==> config.mk <==
export PLATFORM = sky130hd
export DESIGN_NAME = lock_arb
export DESIGN_NICKNAME = d
export VERILOG_FILES = /design/src/rtl/lock_arb_pkg.sv /design/src/rtl/lock_arb_sampler.sv /design/src/rtl/lock_arb_prio.sv /design/src/rtl/lock_arb_owner.sv /design/src/rtl/lock_arb.sv
export SDC_FILE = /design/constraint.sdc
export NUM_CORES = 1
export LEC_CHECK = 0
export BUFFER_PORTS_ARGS = -buffer_cell sky130_fd_sc_hd__buf_2
export CAP_MARGIN = 20
export CORE_AREA = 3 3 40 42
export CTS_BUF_LIST = sky130_fd_sc_hd__clkbuf_16
export CTS_CLUSTER_DIAMETER = 120
export DETAILED_ROUTE_END_ITERATION = 10
export DIE_AREA = 0 0 43 45
export GPL_TIMING_DRIVEN = 1
export SLEW_MARGIN = 20
export SYNTH_ARGS = -nofsm -noshare
export SYNTH_HDL_FRONTEND = slang
export SYNTH_HIERARCHICAL = 1
export SYNTH_SLANG_ARGS = --single-unit
export TNS_END_PERCENT = 30
==> constraint.sdc <==
create_clock -name clk_i -period 1 [get_ports clk_i]
set_clock_uncertainty 0.05 [all_clocks]
set_input_delay 0.1 -clock clk_i [delete_from_list [all_inputs] [get_ports clk_i]]
set_output_delay 0.1 -clock clk_i [all_outputs]
set_load 0.1 [all_outputs]
==> src/rtl/lock_arb_pkg.sv <==
package lock_arb_pkg;
  function automatic int idx_width(input int n);
    return (n > 1) ? $clog2(n) : 1;
  endfunction
endpackage

==> src/rtl/lock_arb_sampler.sv <==
module lock_arb_sampler #(
  parameter int N_MASTERS = 4
) (
  input  logic                 clk_i,
  input  logic                 rst_ni,
  input  logic [N_MASTERS-1:0] req_i,
  input  logic                 lock_i,
  input  logic                 wait_i,
  output logic [N_MASTERS-1:0] req_q_o,
  output logic                 lock_q_o,
  output logic                 wait_q_o
);
  always_ff @(posedge clk_i or negedge rst_ni) begin
    if (!rst_ni) begin
      req_q_o  <= '0;
      lock_q_o <= 1'b0;
      wait_q_o <= 1'b0;
    end else begin
      req_q_o  <= req_i;
      lock_q_o <= lock_i;
      wait_q_o <= wait_i;
    end
  end
endmodule

==> src/rtl/lock_arb_prio.sv <==
module lock_arb_prio #(
  parameter int N_MASTERS = 4,
  parameter int IDX_W     = 2
) (
  input  logic [N_MASTERS-1:0] req_i,
  output logic                 any_o,
  output logic [IDX_W-1:0]     pick_o
);
  // lowest index wins: scan from the top so the last hit is the smallest
  always_comb begin
    pick_o = '0;
    for (int i = N_MASTERS - 1; i >= 0; i--) begin
      if (req_i[i]) pick_o = IDX_W'(i);
    end
  end

  assign any_o = |req_i;
endmodule

==> src/rtl/lock_arb_owner.sv <==
module lock_arb_owner #(
  parameter int N_MASTERS   = 4,
  parameter int IDX_W       = 2,
  parameter int DEFAULT_IDX = 3
) (
  input  logic             clk_i,
  input  logic             rst_ni,
  input  logic [IDX_W-1:0] gnt_idx_i,
  input  logic             wait_q_i,
  output logic [IDX_W-1:0] owner_o,
  output logic             handover_o
);
  localparam logic [IDX_W-1:0] DEF = IDX_W'(DEFAULT_IDX);

  logic take;
  assign take = !wait_q_i && (gnt_idx_i != owner_o);

  always_ff @(posedge clk_i or negedge rst_ni) begin
    if (!rst_ni) begin
      owner_o    <= DEF;
      handover_o <= 1'b0;
    end else begin
      if (take) owner_o <= gnt_idx_i;
      handover_o <= take;
    end
  end

  // a stalled transfer keeps its owner
  a_r5_hold_when_waited: assert property (@(posedge clk_i) disable iff (!rst_ni)
    wait_q_i |=> $stable(owner_o));

  // pulse only after a real change of owner
  a_r6_pulse_marks_change: assert property (@(posedge clk_i) disable iff (!rst_ni)
    (owner_o != $past(owner_o)) |-> handover_o);
endmodule

==> src/rtl/lock_arb.sv <==
module lock_arb #(
  parameter int N_MASTERS   = 4,
  parameter int DEFAULT_IDX = 3,
  parameter int IDX_W       = lock_arb_pkg::idx_width(N_MASTERS)
) (
  input  logic                 clk_i,
  input  logic                 rst_ni,
  input  logic [N_MASTERS-1:0] req_i,
  input  logic                 lock_i,
  input  logic                 wait_i,
  output logic [N_MASTERS-1:0] gnt_o,
  output logic [IDX_W-1:0]     owner_o,
  output logic                 handover_o
);
  localparam logic [IDX_W-1:0] DEF = IDX_W'(DEFAULT_IDX);

  logic [N_MASTERS-1:0] req_q;
  logic                 lock_q, wait_q;
  logic                 any_req;
  logic [IDX_W-1:0]     pick_idx, gnt_idx_d, gnt_idx_q;
  logic                 lock_eff;

  lock_arb_sampler #(.N_MASTERS(N_MASTERS)) u_smp (
    .clk_i, .rst_ni, .req_i, .lock_i, .wait_i,
    .req_q_o(req_q), .lock_q_o(lock_q), .wait_q_o(wait_q)
  );

  lock_arb_prio #(.N_MASTERS(N_MASTERS), .IDX_W(IDX_W)) u_prio (
    .req_i(req_q), .any_o(any_req), .pick_o(pick_idx)
  );

  // lock disregarded in the handover cycle
  assign lock_eff = lock_q && !handover_o;

  always_comb begin
    if (lock_eff)     gnt_idx_d = owner_o;
    else if (any_req) gnt_idx_d = pick_idx;
    else              gnt_idx_d = DEF;
  end

  always_ff @(posedge clk_i or negedge rst_ni) begin
    if (!rst_ni) gnt_idx_q <= DEF;
    else         gnt_idx_q <= gnt_idx_d;
  end

  for (genvar g = 0; g < N_MASTERS; g++) begin : g_dec
    assign gnt_o[g] = (gnt_idx_q == IDX_W'(g));
  end

  lock_arb_owner #(.N_MASTERS(N_MASTERS), .IDX_W(IDX_W), .DEFAULT_IDX(DEFAULT_IDX)) u_own (
    .clk_i, .rst_ni, .gnt_idx_i(gnt_idx_q), .wait_q_i(wait_q),
    .owner_o, .handover_o
  );

  a_r1_onehot: assert property (@(posedge clk_i) disable iff (!rst_ni)
    $countones(gnt_o) == 1);

  a_r4_lock_keeps_owner: assert property (@(posedge clk_i) disable iff (!rst_ni)
    (lock_q && !handover_o) |=> (gnt_o[$past(owner_o)]));

  a_r8_idle_default: assert property (@(posedge clk_i) disable iff (!rst_ni)
    (!lock_eff && req_q == '0) |=> gnt_o[DEFAULT_IDX]);

  a_r3_lowest_wins: assert property (@(posedge clk_i) disable iff (!rst_ni)
    (!lock_eff && req_q[0]) |=> gnt_o[0]);
endmodule

## Yosys cells after proc, flatten, opt, wreduce, memory -nomap -nowiden

Cells that the tools add are included.

| cells by class | value |
|---|---|
| $add $sub $neg | 0 |
| multiply operators | 0 |
| divide/modulo/power cells | 0 |
| magnitude comparators | 0 |
| equality and inequality tests | 4 |
| shifts and indexed selects | 0 |
| multiplexer cells | 6 |
| bitwise gates (word level) | 0 |
| reduce and logical (&&, ||, !) cells | 6 |

Operators with widths:

| cell | count |
|---|---|
| $mux 2 | 6 |
| $eq 2x2->1 const B | 2 |
| $reduce_or 4->1 | 1 |
| $eq 2x1->1 const B | 1 |
| $logic_and 1x1->1 | 2 |
| $logic_not 1->1 | 2 |
| $logic_not 2->1 | 1 |
| $ne 2x2->1 | 1 |

| word-level totals | value |
|---|---|
| register bits after elaboration | 11 |
| latch bits | 0 |
| RAM bits | 0 |
| ROM bits | 0 |
| input port bits | 8 |
| output and inout port bits | 7 |
| memories kept | 0 |

## Longest topological paths before layout

| depth | value |
|---|---|
| word-level depth | 6 |
| gate-level depth with buffers | 4 |
| mapped depth without buffers | 4 |

## Cells and area by module

Netlist, hierarchy kept.

By module, submodules not included:

| module | instances | cells each | area each (µm²) | sequential area each (µm²) |
|---|---|---|---|---|
| lock_arb_sampler | 1 | 6 | 150.1 | 150.1 |
| lock_arb | 1 | 11 | 131.4 | 52.6 |
| lock_arb_owner | 1 | 8 | 122.6 | 77.6 |
| lock_arb_prio | 1 | 7 | 35.0 | 0.0 |

## Worst setup path after synthesis

OpenSTA, ideal clock, no wires.

| path | value |
|---|---|
| path kind | flip-flop to output port |
| from | register gnt_idx_q[0] |
| to | output gnt_o[1] |
| arrival | 1912 ps |
| required time | 850 ps |
| slack | -1062 ps |
| stages on the path, launching flop included | 2 |
| path buffers | 0 |
| cell sequence | dfstp_2 -> nor2b_1 |

| on the way | value |
|---|---|
| word-level cells in the longest chain between the ends | 1 |

RTL lines:

| item | RTL line | source |
|---|---|---|
| start, declared | lock_arb.sv:20 | `logic [IDX_W-1:0] pick_idx, gnt_idx_d, gnt_idx_q;` |
| start signal, assigned | lock_arb.sv:43 | `else gnt_idx_q <= gnt_idx_d;` |
| $eq 2x1->1 | lock_arb.sv:47 | `assign gnt_o[g] = (gnt_idx_q == IDX_W'(g));` |
| end, declared | lock_arb.sv:11 | `output logic [N_MASTERS-1:0] gnt_o,` |

No other way between the ends.

## Worst setup path in the final report

| path | value |
|---|---|
| from | register gnt_idx_q[1] |
| to | output gnt_o[3] |

| on the way | value |
|---|---|
| word-level cells in the longest chain between the ends | 1 |

RTL lines:

| item | RTL line |
|---|---|
| $eq 2x2->1 | lock_arb.sv:47 |

No other way between the ends.

==> parameters.txt <==
Parameter                              Value

CTS
  TritonCTS clock tree    done
  CTS Buffer Depth    2
  CTS sink count    11
  Later-pin clock latency in the skew report    0.24 ns
  CTS root buffer    sky130_fd_sc_hd__clkbuf_16
  Total CTS buffers    3
  H-Tree Depth    1
  Clock input transition at the sequential cells of the worst setup and hold paths    0.04 ns

Placed design
  Port buffer count    14
  DPL Wire Length    567 um
  Routability-driven placement congestion ratio    0.667

Layout
  Final core utilization    67.9%
  Layout cells sized above 1    62.9%
  Number of nets in the finished design    71
  Synthesis-to-finish area growth    98.6%
  Commonest non-fill, non-tap cells in the layout    sky130_fd_sc_hd__dlygate4sd3_1 (7), sky130_fd_sc_hd__buf_2 (7), sky130_fd_sc_hd__buf_12 (7), sky130_fd_sc_hd__dfrtp_1 (6), sky130_fd_sc_hd__dfstp_2 (4)
  Fillers    91
  Number of diodes added for antenna fixing    0

STA
  Minimum clock period after layout    1.32 ns
  Count of endpoints failing hold in the final timing report    0
  Setup violations, final    11
  RSZ-0062 raised after global routing    true
  Setup TNS Final    -1.79 ns
  Minimum setup slack in the final design    -0.318 ns
  Worst slew margin relative to its limit    84.9%
  Fmax    759 MHz
  Least-Margin Pin Slew    0.227 ns
  Share of the clock period used by the worst path after layout    132%
  Final number of max-transition violations    0

Power
  Share of power burned in the clock network    29.2%
  Flop pwr share    25.6%
  Comb pwr share    45.2%
  Int Power    1.54 mW
  Share of total power consumed by net switching    36.3%
  Power density relative to cell area    2780 mW/mm2
  Max VDD drop    0.00131 V
  Sw power    0.880 mW
  LEAKAGE    0.401 nW

Global routing
  Tot GR Track Use    10.4%
  Maximum number of pins on one net before global-route repair    12
  GRT Residual Overflow    0
  Initial antenna violation count    0
  Via count of the first global-routing pass    341
  Wire length of the first global-routing pass    1.32 mm

Detailed routing
  Count of routing violations after the opening detailed-route iteration    5
  WL per Instance    10.8 um
  DRT antenna net count    0
  Vias per Instance    4.56
  DRC viols    0
  TritonRoute pass-1 iters    2
  Post-detailed-routing wire length    829 um
  Total vias in the final route    351

Yosys
  Yosys top cell area share    39.9%
  Cell taking the most area after synthesis    sky130_fd_sc_hd__dfrtp_1
  Leading cell types by total area after synthesis    sky130_fd_sc_hd__dfrtp_1 (40%), sky130_fd_sc_hd__dfstp_2 (24%), sky130_fd_sc_hd__mux2_4 (6.8%), sky130_fd_sc_hd__mux2_2 (5.1%), sky130_fd_sc_hd__nand2b_1 (4.3%)
  Synth Instances    32
  Part of the Yosys area used for sequential elements    63.8%
  Post-synthesis cell area    439 um2
  Synthesized area divided by synthesized cell count    13.7 um2
  Flops & latches, synth    11
  Synth Net Count    40
  Number of distinct library cells after synthesis    15
  Yosys warnings    6

Run status
  Failing checks    setup timing
  Outcome    complete, but fails checks

Floorplan
  Boundary Pins    15
  Die boundary width    43 um
  Core region area    0.00128 mm2
  Site Rows    13
  Vertical die dimension    45 um
  Die Footprint    0.00194 mm2
  Initial core utilization    34.2%

Setup path
  Register-to-register path setup slack    -0.15 ns
  CP Data Required Time    0.85 ns
  Crit-path max FO    5
  Setup crit start kind    flip-flop
  Nature of the critical path endpoint    output pin
  Start-to-end type of the worst setup path    flip-flop to output pin
  Arr. time, crit path    1.17 ns

Hold path
  Class of the worst hold path    input port to asynchronous set/reset pin

Run
  Max-capacitance violation count    0
registers in the layout, indices dropped and copies added (netlist names):
register / count
u_smp/req_q_o: 4
gnt_idx_q: 2
u_own/owner_o: 2
u_own/handover_o: 1
u_smp/lock_q_o: 1
u_smp/wait_q_o: 1
power by group through the flow:
stage	sequential, mW	clock (mW)	combinational (mW)
finish	0.621	0.708	1.09
global route	0.631	0.756	1.12
CTS	0.622	0.728	1.09
detailed placement	0.630	0	0.985
global placement	0.628	0	0.979
floorplan	0.856	0	0.406
worst max-delay path: stages (launching register included):
cell and delay [ns]:
sky130_fd_sc_hd__dfstp_2 0.58, sky130_fd_sc_hd__and2_2 0.18, sky130_fd_sc_hd__buf_12 0.17
stage by stage:
stage	hold WS [ns]	power, mW	setup slack (ns)	area (um2)	instances
CTS	0.214	2.44	-0.330	861	77
finish	0.201	2.42	-0.318	872	77
detailed placement	-0.0764	1.61	-0.101	676	65
floorplan	-0.246	1.26	-0.298	467	32
global placement	-0.0747	1.61	-0.0903	676	65
global route	0.234	2.51	-0.356	872	77
layout make-up:
type / instances / area, um2 / share of cell area, %
clock inverter: 1 / 3.75 / 0.430
clock buffer: 3 / 75.1 / 8.61
sequential: 11 / 284 / 32.6
inverter: 1 / 3.75 / 0.430
timing repair buffer: 26 / 294 / 33.7
multi-input combinational: 20 / 193 / 22.1
tap: 15 / 18.8 / 2.15
logic make-up (layout without fill, tap and decap cells):
family                 count (synthesis)  count (layout)  synth area share [%]
multiplexers                           4               4                  12.0
flip-flops                            11              11                  63.8
buffers and inverters                  1              31                 0.854
AO/OA/AOI/OAI                          2               2                  3.13
AND/OR/NAND/NOR                       12              12                  16.2
XOR/XNOR                               2               2                  3.99
path summary, 6_finish.rpt:
kind,from,endpoint,cells past startpoint
worst max-delay path,gnt_idx_q[1],gnt_o[3],2
worst min-delay path,rst_ni,u_smp/lock_q_o,2
worst max register to register,gnt_idx_q[0],u_own/handover_o,4
worst min register to register,u_smp/wait_q_o,u_own/handover_o,1
max in group asynchronous,rst_ni,u_own/owner_o[0],2
min in group clk_i,u_smp/wait_q_o,u_own/handover_o,1
Yosys cell counts:
cell	n
sky130_fd_sc_hd__dfrtp_1	7
sky130_fd_sc_hd__dfstp_2	4
sky130_fd_sc_hd__nand2b_1	3
sky130_fd_sc_hd__nor2_1	3
sky130_fd_sc_hd__mux2_2	2
sky130_fd_sc_hd__mux2_4	2
sky130_fd_sc_hd__nor2b_1	2
sky130_fd_sc_hd__xnor2_1	2
sky130_fd_sc_hd__a21oi_1	1
sky130_fd_sc_hd__a21oi_2	1
sky130_fd_sc_hd__and2_1	1
sky130_fd_sc_hd__inv_1	1
sky130_fd_sc_hd__nand2_1	1
sky130_fd_sc_hd__nand2b_4	1
sky130_fd_sc_hd__nor3_1	1
what timing repair did:
action / in CTS / in global routing
hold endpoints to repair: 17 / 0
endpoints found under the setup margin: 10 / 11
resized for setup: 8 / 2
pin swaps: 2 / 0
hold buffers: 7 / 0
setup buffers: 1 / 0
per-layer routing:
metal / GRT usage (%) / up-vias / part of all wire [%]
met2: 16.8 / 14 / 51
met5: 0 / - / 0
met4: 10.8 / 0 / 4.8
met3: 4.78 / 5 / 8.6
li1: - / 163 / -
met1: 9.34 / 169 / 35
No activity file was read; power rests on OpenSTA's default activity.
